<file path="src/rtl/dbg2w_pkg.sv">
`timescale 1ns/1ps
package dbg2w_pkg;

    typedef enum logic [3:0] {
        ST_IDLE,
        ST_START,
        ST_INSTR,
        ST_LEN,
        ST_TXBITS,
        ST_RXBITS,
        ST_WAIT,
        ST_STOP,
        ST_RSTHOLD,
        ST_DONE
    } fsm_state_t;

    typedef enum logic [2:0] {
        OP_ADDR_WR = 3'd0,
        OP_ADDR_RD = 3'd1,
        OP_DATA_WR = 3'd2,
        OP_DATA_RD = 3'd3,
        OP_TGT_RST = 3'd4
    } op_t;

    typedef enum logic [1:0] {
        PH_IDLE,
        PH_LOW,
        PH_HIGH
    } phase_t;

    // Any code with the top bit set selects a target reset.
    function automatic op_t decode_op(input logic [2:0] raw);
        if (raw[2]) return OP_TGT_RST;
        return op_t'(raw);
    endfunction

    // Instruction field value, shifted out LSB first.
    function automatic logic [1:0] instr_code(input op_t op);
        case (op)
            OP_ADDR_WR: return 2'b11;
            OP_ADDR_RD: return 2'b10;
            OP_DATA_WR: return 2'b01;
            default:    return 2'b00;
        endcase
    endfunction

endpackage

</file>
<file path="src/rtl/dbg2w_strobe_timer.sv">
`timescale 1ns/1ps
module dbg2w_strobe_timer
    import dbg2w_pkg::*;
#(
    parameter int LOW_TICKS  = 250,
    parameter int HIGH_TICKS = 250,
    parameter int HOLD_TICKS = 6250
) (
    input  logic clk,
    input  logic rst_n,
    input  logic go,
    input  logic go_long,
    output logic clk_low,
    output logic sample_now,
    output logic strobe_end
);
    localparam int MAX_LH = (LOW_TICKS > HIGH_TICKS) ? LOW_TICKS : HIGH_TICKS;
    localparam int MAX_T  = (HOLD_TICKS > MAX_LH) ? HOLD_TICKS : MAX_LH;
    localparam int CW     = $clog2(MAX_T + 1);

    phase_t        phase;
    logic [CW-1:0] cnt;
    logic          long_sel;
    logic          low_last;
    logic          high_last;

    assign low_last   = long_sel ? (cnt == CW'(HOLD_TICKS - 1)) : (cnt == CW'(LOW_TICKS - 1));
    assign high_last  = (cnt == CW'(HIGH_TICKS - 1));
    assign clk_low    = (phase == PH_LOW);
    assign sample_now = (phase == PH_HIGH) && (cnt == '0);
    assign strobe_end = (phase == PH_HIGH) && high_last;

    always_ff @(posedge clk or negedge rst_n) begin
        if (!rst_n) begin
            phase    <= PH_IDLE;
            cnt      <= '0;
            long_sel <= 1'b0;
        end else if (go) begin
            phase    <= PH_LOW;
            cnt      <= '0;
            long_sel <= go_long;
        end else begin
            unique case (phase)
                PH_LOW: begin
                    if (low_last) begin
                        phase <= PH_HIGH;
                        cnt   <= '0;
                    end else begin
                        cnt <= cnt + 1'b1;
                    end
                end
                PH_HIGH: begin
                    if (high_last) begin
                        phase <= PH_IDLE;
                        cnt   <= '0;
                    end else begin
                        cnt <= cnt + 1'b1;
                    end
                end
                default: cnt <= '0;
            endcase
        end
    end

endmodule

</file>
<file path="src/rtl/dbg2w_shifter.sv">
`timescale 1ns/1ps
module dbg2w_shifter #(
    parameter int W = 8
) (
    input  logic         clk,
    input  logic         rst_n,
    input  logic         clear,
    input  logic         load,
    input  logic [W-1:0] load_val,
    input  logic         shift_tx,
    input  logic         shift_rx,
    input  logic         rx_bit,
    output logic [W-1:0] q,
    output logic         lsb
);
    assign lsb = q[0];

    always_ff @(posedge clk or negedge rst_n) begin
        if (!rst_n) begin
            q <= '0;
        end else if (clear) begin
            q <= '0;
        end else if (load) begin
            q <= load_val;
        end else if (shift_rx) begin
            q <= {rx_bit, q[W-1:1]};
        end else if (shift_tx) begin
            q <= {1'b0, q[W-1:1]};
        end
    end

endmodule

</file>
<file path="src/rtl/dbg2w_master.sv">
`timescale 1ns/1ps
module dbg2w_master
    import dbg2w_pkg::*;
#(
    parameter int LOW_TICKS  = 250,
    parameter int HIGH_TICKS = 250,
    parameter int RST_TICKS  = 6250,
    parameter int WAIT_MAX   = 20,
    parameter int DATA_W     = 8
) (
    input  logic              clk,
    input  logic              rst_n,
    input  logic              link_en,
    input  logic              cmd_valid,
    output logic              cmd_ready,
    input  logic [2:0]        cmd_op,
    input  logic [DATA_W-1:0] cmd_byte,
    output logic              busy,
    output logic              done,
    output logic [DATA_W-1:0] rsp_byte,
    output logic              rsp_timeout,
    output logic              lnk_clk_o,
    output logic              lnk_clk_oe,
    output logic              lnk_dat_o,
    output logic              lnk_dat_oe,
    input  logic              lnk_dat_i
);
    localparam int BCW = $clog2(DATA_W);
    localparam int WCW = $clog2(WAIT_MAX + 1);

    fsm_state_t     state, state_d;
    op_t            op_q;
    logic [BCW-1:0] bit_cnt;
    logic [WCW-1:0] wait_cnt;
    logic           wait_hit;
    logic           to_q;

    logic accept;
    logic go, go_long;
    logic bit_clr, bit_inc, wait_inc, to_set;
    logic clk_low, sample_now, strb_end;
    logic tx_lsb;
    logic is_write;
    op_t  op_in;

    assign op_in    = decode_op(cmd_op);
    assign accept   = cmd_valid && cmd_ready;
    assign is_write = (op_in == OP_ADDR_WR) || (op_in == OP_DATA_WR);

    dbg2w_strobe_timer #(
        .LOW_TICKS (LOW_TICKS),
        .HIGH_TICKS(HIGH_TICKS),
        .HOLD_TICKS(RST_TICKS)
    ) i_timer (
        .clk       (clk),
        .rst_n     (rst_n),
        .go        (go),
        .go_long   (go_long),
        .clk_low   (clk_low),
        .sample_now(sample_now),
        .strobe_end(strb_end)
    );

    dbg2w_shifter #(.W(DATA_W)) i_shift (
        .clk     (clk),
        .rst_n   (rst_n),
        .clear   (to_set),
        .load    (accept),
        .load_val(is_write ? cmd_byte : '0),
        .shift_tx(strb_end && (state == ST_TXBITS)),
        .shift_rx(sample_now && (state == ST_RXBITS)),
        .rx_bit  (lnk_dat_i),
        .q       (rsp_byte),
        .lsb     (tx_lsb)
    );

    // Next-state and control decode
    always_comb begin
        state_d  = state;
        go       = 1'b0;
        go_long  = 1'b0;
        bit_clr  = 1'b0;
        bit_inc  = 1'b0;
        wait_inc = 1'b0;
        to_set   = 1'b0;
        unique case (state)
            ST_IDLE: begin
                if (accept) begin
                    go = 1'b1;
                    if (op_in == OP_TGT_RST) begin
                        state_d = ST_RSTHOLD;
                        go_long = 1'b1;
                    end else begin
                        state_d = ST_START;
                    end
                end
            end
            ST_START: begin
                if (strb_end) begin
                    state_d = ST_INSTR;
                    go      = 1'b1;
                    bit_clr = 1'b1;
                end
            end
            ST_INSTR: begin
                if (strb_end) begin
                    go = 1'b1;
                    if (bit_cnt == BCW'(1)) begin
                        bit_clr = 1'b1;
                        unique case (op_q)
                            OP_ADDR_WR: state_d = ST_TXBITS;
                            OP_ADDR_RD: state_d = ST_RXBITS;
                            default:    state_d = ST_LEN;
                        endcase
                    end else begin
                        bit_inc = 1'b1;
                    end
                end
            end
            ST_LEN: begin
                if (strb_end) begin
                    go = 1'b1;
                    if (bit_cnt == BCW'(1)) begin
                        bit_clr = 1'b1;
                        state_d = (op_q == OP_DATA_WR) ? ST_TXBITS : ST_WAIT;
                    end else begin
                        bit_inc = 1'b1;
                    end
                end
            end
            ST_TXBITS: begin
                if (strb_end) begin
                    go = 1'b1;
                    if (bit_cnt == BCW'(DATA_W - 1)) begin
                        bit_clr = 1'b1;
                        state_d = (op_q == OP_ADDR_WR) ? ST_STOP : ST_WAIT;
                    end else begin
                        bit_inc = 1'b1;
                    end
                end
            end
            ST_RXBITS: begin
                if (strb_end) begin
                    go = 1'b1;
                    if (bit_cnt == BCW'(DATA_W - 1)) begin
                        bit_clr = 1'b1;
                        state_d = ST_STOP;
                    end else begin
                        bit_inc = 1'b1;
                    end
                end
            end
            ST_WAIT: begin
                if (strb_end) begin
                    if (wait_hit) begin
                        go      = 1'b1;
                        bit_clr = 1'b1;
                        state_d = (op_q == OP_DATA_WR) ? ST_STOP : ST_RXBITS;
                    end else if (wait_cnt == WCW'(WAIT_MAX - 1)) begin
                        to_set  = 1'b1;
                        state_d = ST_DONE;
                    end else begin
                        go       = 1'b1;
                        wait_inc = 1'b1;
                    end
                end
            end
            ST_STOP, ST_RSTHOLD: begin
                if (strb_end) state_d = ST_DONE;
            end
            ST_DONE: state_d = ST_IDLE;
            default: state_d = ST_IDLE;
        endcase
    end

    // State register and frame bookkeeping
    always_ff @(posedge clk or negedge rst_n) begin
        if (!rst_n) begin
            state    <= ST_IDLE;
            op_q     <= OP_ADDR_WR;
            bit_cnt  <= '0;
            wait_cnt <= '0;
            wait_hit <= 1'b0;
            to_q     <= 1'b0;
        end else begin
            state <= state_d;
            if (accept) begin
                op_q     <= op_in;
                bit_cnt  <= '0;
                wait_cnt <= '0;
                to_q     <= 1'b0;
            end else begin
                if (bit_clr)       bit_cnt  <= '0;
                else if (bit_inc)  bit_cnt  <= bit_cnt + 1'b1;
                if (wait_inc)      wait_cnt <= wait_cnt + 1'b1;
                if (to_set)        to_q     <= 1'b1;
            end
            if (go)
                wait_hit <= 1'b0;
            else if (sample_now && (state == ST_WAIT) && lnk_dat_i)
                wait_hit <= 1'b1;
        end
    end

    // Output decode
    always_comb begin
        logic oe;
        logic bit_v;
        logic [1:0] code;
        code  = instr_code(op_q);
        oe    = 1'b0;
        bit_v = 1'b0;
        unique case (state)
            ST_INSTR: begin
                oe    = 1'b1;
                bit_v = code[bit_cnt[0]];
            end
            ST_LEN: begin
                oe    = 1'b1;
                bit_v = 1'b0;
            end
            ST_TXBITS: begin
                oe    = 1'b1;
                bit_v = tx_lsb;
            end
            default: begin
                oe    = 1'b0;
                bit_v = 1'b0;
            end
        endcase
        lnk_dat_oe  = oe && link_en;
        lnk_dat_o   = oe && link_en && bit_v;
        lnk_clk_o   = !clk_low;
        lnk_clk_oe  = link_en;
        busy        = (state != ST_IDLE);
        done        = (state == ST_DONE);
        cmd_ready   = (state == ST_IDLE) && link_en;
        rsp_timeout = to_q;
    end

endmodule

</file>
<file path="config.mk">
export PLATFORM = sky130hd
export DESIGN_NAME = dbg2w_master
export DESIGN_NICKNAME = d
export VERILOG_FILES = /design/src/rtl/dbg2w_pkg.sv /design/src/rtl/dbg2w_strobe_timer.sv /design/src/rtl/dbg2w_shifter.sv /design/src/rtl/dbg2w_master.sv
export SDC_FILE = /design/constraint.sdc
export NUM_CORES = 1
export LEC_CHECK = 0
export CAP_MARGIN = 0
export CORE_MARGIN = 8
export CORE_UTILIZATION = 55
export DETAILED_ROUTE_END_ITERATION = 8
export DONT_BUFFER_PORTS = 1
export PLACE_DENSITY = 0.68
export SYNTH_ARGS = -nofsm -noshare
export SYNTH_HDL_FRONTEND = slang
export SYNTH_SLANG_ARGS = --single-unit
</file>
<file path="constraint.sdc">
create_clock -name clk -period 2.9 [get_ports clk]
set_input_delay 0.145 -clock clk [delete_from_list [all_inputs] [get_ports clk]]
set_output_delay 0.145 -clock clk [all_outputs]
set_load 0.02 [all_outputs]
</file>
Word-level counts from Yosys, hierarchy flattened
Cells that the tools add are included.

Input port bits: 16. Word-level logic and storage cells: 158. Register bits after elaboration: 41. Output and inout port bits: 16.

Magnitude comparators: 1. Equality and inequality tests: 35. Reduce and logical (&&, ||, !) cells: 30. Multiplexer cells: 79. Add/sub/neg operators: 3.

Operators by type and width (number): $mux 4 (15); $mux 8 (5); $mux 13 (3); $mux 1 (35); $pmux 4 s8 (1); $pmux 13 s2 (1); $ne 2x2->1 const B (10); $eq 4x3->1 const B (4); $mux 3 (5); $add 13x1->13 const B (1); $eq 13x13->1 const B (1); $eq 13x8->1 const B (1); $logic_not 13->1 (1); $reduce_and 13->1 (1); $logic_and 1x1->1 (10); $mux 2 (5); $mux 5 (2); $eq 4x2->1 const B (2); $eq 4x4->1 const B (2); $reduce_bool 4->1 (2); $eq 3x1->1 const B (2); $eq 3x2->1 const B (2); $eq 3x3->1 const B (2); $logic_not 3->1 (2); other kinds (25) (33).

Logic depth before layout (Yosys ltp)
Depth after elaboration: 7. Gate-level depth with buffers: 8. Depth with buffers taken out: 7.

Cells and area by module
From an unflattened synthesis, not the netlist that was laid out.

Cells, all modules: 283. Area, all modules: 2685.1 µm².

Modules (own cells, without submodules): dbg2w_master (cells an instance 150, area each 1326.3 µm², instances 1, seq. area each 425.4 µm²); dbg2w_strobe_timer (cells an instance 95, area each 927.1 µm², instances 1, seq. area each 400.4 µm²); dbg2w_shifter (cells an instance 38, area each 431.7 µm², instances 1, seq. area each 200.2 µm²).

Worst setup path before layout
Ideal clock, no wire load.

Path type: register to register. From: reg i_timer.phase[0]. To: reg i_shift.q[0]. Arrival time: 2.072 ns. Required time: 2.775 ns. Path slack: 0.703 ns. Cell stages (with the launch flop): 9. Setup time: 0.125 ns. Cells stage by stage: dfrtp_1 -> inv_1 -> ha_1 -> or3b_2 -> nor4_2 -> a31oi_1 -> nor2b_1 -> buf_6 -> mux2_4.

Word-level cells in the longest chain between the ends: 6. Elaborated cells on any way between the ends: 11. Classes of those cells: eq/ne: 1; mux: 5; reduce/logical: 5.

Ends and longest elaborated chain: from (decl) (RTL line dbg2w_strobe_timer.sv:21) `phase_t phase;`; from (signal assigned) (RTL line dbg2w_strobe_timer.sv:35) `phase <= PH_IDLE;`; from (signal assigned) (RTL line dbg2w_strobe_timer.sv:39) `phase <= PH_LOW;`; from (signal assigned) (RTL line dbg2w_strobe_timer.sv:46) `phase <= PH_HIGH;`; $eq 2x2->1 * (RTL line dbg2w_strobe_timer.sv:30, dbg2w_strobe_timer.sv:31); $logic_and 1x1->1 (RTL line dbg2w_strobe_timer.sv:30) `assign sample_now = (phase == PH_HIGH) && (cnt == '0);`; $logic_and 1x1->1 (RTL line dbg2w_master.sv:71) `.shift_rx(sample_now && (state == ST_RXBITS)),`; $mux 8 (RTL line dbg2w_shifter.sv:25) `end else if (shift_rx) begin`; $mux 8 (RTL line dbg2w_shifter.sv:23) `end else if (load) begin`; $mux 8 (RTL line dbg2w_shifter.sv:21) `end else if (clear) begin`; to (signal assigned) (RTL line dbg2w_shifter.sv:24) `q <= load_val;`; to (signal assigned) (RTL line dbg2w_shifter.sv:26) `q <= {rx_bit, q[W-1:1]};`; to (signal assigned) (RTL line dbg2w_shifter.sv:28) `q <= {1'b0, q[W-1:1]};`; to (decl) (RTL line dbg2w_shifter.sv:13) `output logic [W-1:0] q,`.

Mark *: on every way between the ends. The rest lies on a longest branch, timed or not. A chain may end at the register's enable or synchronous reset.

Worst setup path after layout
From: reg i_timer.phase[0]. To: reg i_shift.q[2].

The elaborated chain is that of the path after synthesis.

==> metrics <==
number of H-tree levels 2; Async SR Flop Fraction 1.00; Syn-to-layout area delta 7.59%; syn nets between 300 and 400; pwr/cell area 959 mW/mm^2; critical path launch point type flop; first-pass GRT wire length between 9 and 10 mm; Chip Height about 85 um; Die Wd 84.8 um; HP Class primary input to flop; Residual DRC 0; Distinct cells, synth 57; IO buf count 0; Core Box Area roughly 0.0047 mm^2; worst r2r dst i_shift.q[2]$_DFFE_PN0P_; critical path capture point type flop; clock group share of total power 0.176; number of global-route vias before repair around 2.0k; Max Root-Sink Buffers 2; CTS buffer count 5; period utilisation layout 0.832; initial antenna violation count 0; Boundary Pins 32; grt met1 use 0.236; Synth top area share 0.394; YS warnings 0; largest cells by area after synthesis dfrtp_1, nor2_1, ha_1; ratio of cells with drive above 1 in the final layout 0.119; largest family of logic cells by synthesized area simple AND/OR/NAND/NOR gates; critical path arrival ~2.6 ns; FMAX 415 MHz; fill count 400; Synth Area in Adders 0.0432; DRT Pass-1 Iters 4; Crit Path Max Fanout 8; maximum vdd drop between 0.4 and 0.5 mV; setup TNS 0 ns; CTS clk-pin slew, worst paths roughly 0.08 ns; Post-synth EDFFs 0; Cell Int Power 1.54 mW; area share of and/or/nand/nor cells after synthesis 0.266; GRT Overall Usage 0.169; Max transition margin 0.351; switching pwr around 1.1 mW; CP Class flop to flop; post-synthesis sequential area ratio 0.394; footprint of the multi-input gates roughly 0.0014 mm^2; syn_area_per_cell a little over 9 um^2; grt ovf 0; Initial Util 0.559; Sw Share 0.427; post-synthesis instance total ~280; crit path time final 2.41 ns; Worst-Skew Late Latency around 0.29 ns; Setup-failing EPs final 0; Place WS 0.508 ns; Synth Flop Type dfrtp_1; busiest grt layer met2; dominant cell type by area after synthesis dfrtp_1; part of the power in combinational logic 0.451; Storage cell area 0.00103 mm^2; Seq cells post-synth slightly above 40; xor/xnor share of the synthesized area 0.0572; via count 2037; Worst Setup Slack, final around 0.5 ns; Detail Route Antenna Nets 0; Avg WL per Cell ~17 um; WL final between 5 and 6 mm; hold depth 2; met2 usage 0.242; compound-cell area share of the yosys netlist 0.119; r2r setup slk between 0.4 and 0.5 ns; grt met3 use 0.0425; die area roughly 0.007 mm^2; max_cap viols 0; Hold Path Sink op_q[0]$_DFFE_PN0N_; root buffer cell clkbuf_8; Leak roughly 1.3 nW; cell area after synthesis approximately 0.0026 mm^2; Sequential Power Share 0.374; Crit Reg-Reg Startpoint i_timer.phase[0]$_DFFE_PN0P_; largest net degree at the start of global routing 42; final net count 309; fin. max-slew vios 0; HPWL Detailed around 4.1 mm; Final Skew roughly 0.009 ns; drt via density roughly 6; TritonCTS clock tree done; status finished clean; worst slew pin tran around 0.96 ns; clock sink total roughly 40; post-CTS sizing 0; routability congestion estimate around 0.87; number of diodes 0; Hold Startpoint cmd_op[2]; endpoints failing hold 0; DR iter-0 viols 116; RSZ-0062 raised after global routing no; Cell Rows 25; worst reg-to-reg path cell count 7; worst path required time between 3 and 4 ns; mux cell area share after synthesis 0.0692
==> power groups by stage <==
stage	logic, mW	registers, mW	clock network (mW)
5_1_grt	1.36	1.03	0.509
6_report	1.21	1.00	0.472
3_5_place_dp	1.19	1.01	0
2_1_floorplan	1.02	0.918	0
4_1_cts	1.21	1.00	0.486
3_3_place_gp	1.18	1.01	0
==> cell families (layout without fill, tap and decap cells) <==
| group | after synthesis | in the layout |
|---|---|---|
| buf+inv | 28 | 31 |
| fa+ha+maj | 9 | 9 |
| simple gates | 128 | 128 |
| xor+xnor | 17 | 17 |
| compound gates | 45 | 45 |
| flops | 41 | 41 |
| mux | 14 | 14 |
==> worst max path at each step <==
stage | startpoint | endpoint | slack, ns | cells past startpoint
after floorplan | i_timer.phase[0]$_DFFE_PN0P_ | i_shift.q[0]$_DFFE_PN0P_ | 0.70 | 8
after global placement | i_timer.cnt[0]$_DFF_PN0_ | i_shift.q[1]$_DFFE_PN0P_ | 0.58 | 7
after detailed placement | i_timer.phase[0]$_DFFE_PN0P_ | i_shift.q[5]$_DFFE_PN0P_ | 0.51 | 7
after CTS | i_timer.phase[0]$_DFFE_PN0P_ | i_shift.q[2]$_DFFE_PN0P_ | 0.50 | 7
after global routing | i_timer.phase[0]$_DFFE_PN0P_ | i_shift.q[2]$_DFFE_PN0P_ | 0.34 | 7
final | i_timer.phase[0]$_DFFE_PN0P_ | i_shift.q[2]$_DFFE_PN0P_ | 0.49 | 7
==> synthesized netlist by cell type, types with 2 or more instances <==
master    number
a211oi_1       3
o21a_1         2
buf_6          2
dfrtp_1       41
mux2_4         7
ha_1           9
nand2_1       24
nor2_1        32
a31oi_1        3
a21o_1         2
nand2b_1       6
o22ai_1        2
nand4_1        3
o21ai_0        2
and3_1         6
mux2_2         4
nor4bb_1       2
and2_1         3
or3_1          2
inv_1         12
buf_1          2
a21oi_1       15
mux2i_1        3
o221ai_1       2
nor3b_1        2
nor2b_1        5
o211ai_1       3
nor3_1         9
buf_2          5
nand3b_1       2
o31ai_1        2
clkbuf_1       5
xnor2_1        9
xor2_1         8
nand3_1       20
buf_4          2
==> routing by layer <==
layer | vias to the layer above | routed length [um]
li1 | 989 | -
met1 | 994 | 2770
met2 | 48 | 2490
met3 | 6 | 315
met4 | 0 | 78
met5 | - | 0
==> cells in the final DEF, fill, tap and decap left out, drive strengths merged, types with 4 or more instances in the layout <==
cell	Yosys	layout
dfrtp	41	41
nor2	32	32
nand2	24	24
nand3	20	20
a21oi	15	15
inv	12	12
mux2	11	11
nor3	9	9
xnor2	9	9
ha	9	9
xor2	8	8
buf	11	8
and3	7	7
clkbuf	5	7
nand2b	6	6
nor2b	5	5
o211ai	4	4
==> state kept, by name, summed over array words and instances, names as in the netlist <==
name              flops
wait_cnt              5
state                 4
op_q                  3
i_timer.phase         2
bit_cnt               3
i_timer.cnt          13
i_shift.q             8
rsp_timeout           1
i_timer.long_sel      1
wait_hit              1
==> through the flow <==
step            util  std cells  power [mW]  cell area, um^2  hold slack [ns]
3_3_place_gp   0.566        327        2.19             2640           -0.149
3_5_place_dp   0.566        327        2.20             2640           -0.149
5_1_grt        0.601        339        2.90             2800          0.00692
2_1_floorplan      -        282        1.94             2610           -0.151
4_1_cts        0.601        339        2.70             2800          0.00286
6_report       0.601        339        2.69             2800          0.00997
==> worst max-delay path, stage by stage, from the launching register on <==
cell and delay, ns:
dfrtp_1 0.40, inv_1 0.06, ha_1 0.19, or3b_2 0.51, nor4_2 0.34, a31oi_1 0.15, nor2b_1 0.30, mux2_4 0.35
==> cell type report <==
type,instances,share of cell area
Multi-Input combinational cell,213,0.516
Sequential cell,41,0.366
Timing Repair Buffer,11,0.0366
Clock buffer,7,0.0308
Tap cell,54,0.0241
Inverter,12,0.0161
Clock inverter,1,0.0107
==> repair_timing <==
item,4_1_cts,5_1_grt
buffers inserted,0,0
hold buffers,4,0
endpoints found under the hold margin,44,0
Note: power is estimated with default switching activity, not from simulation.
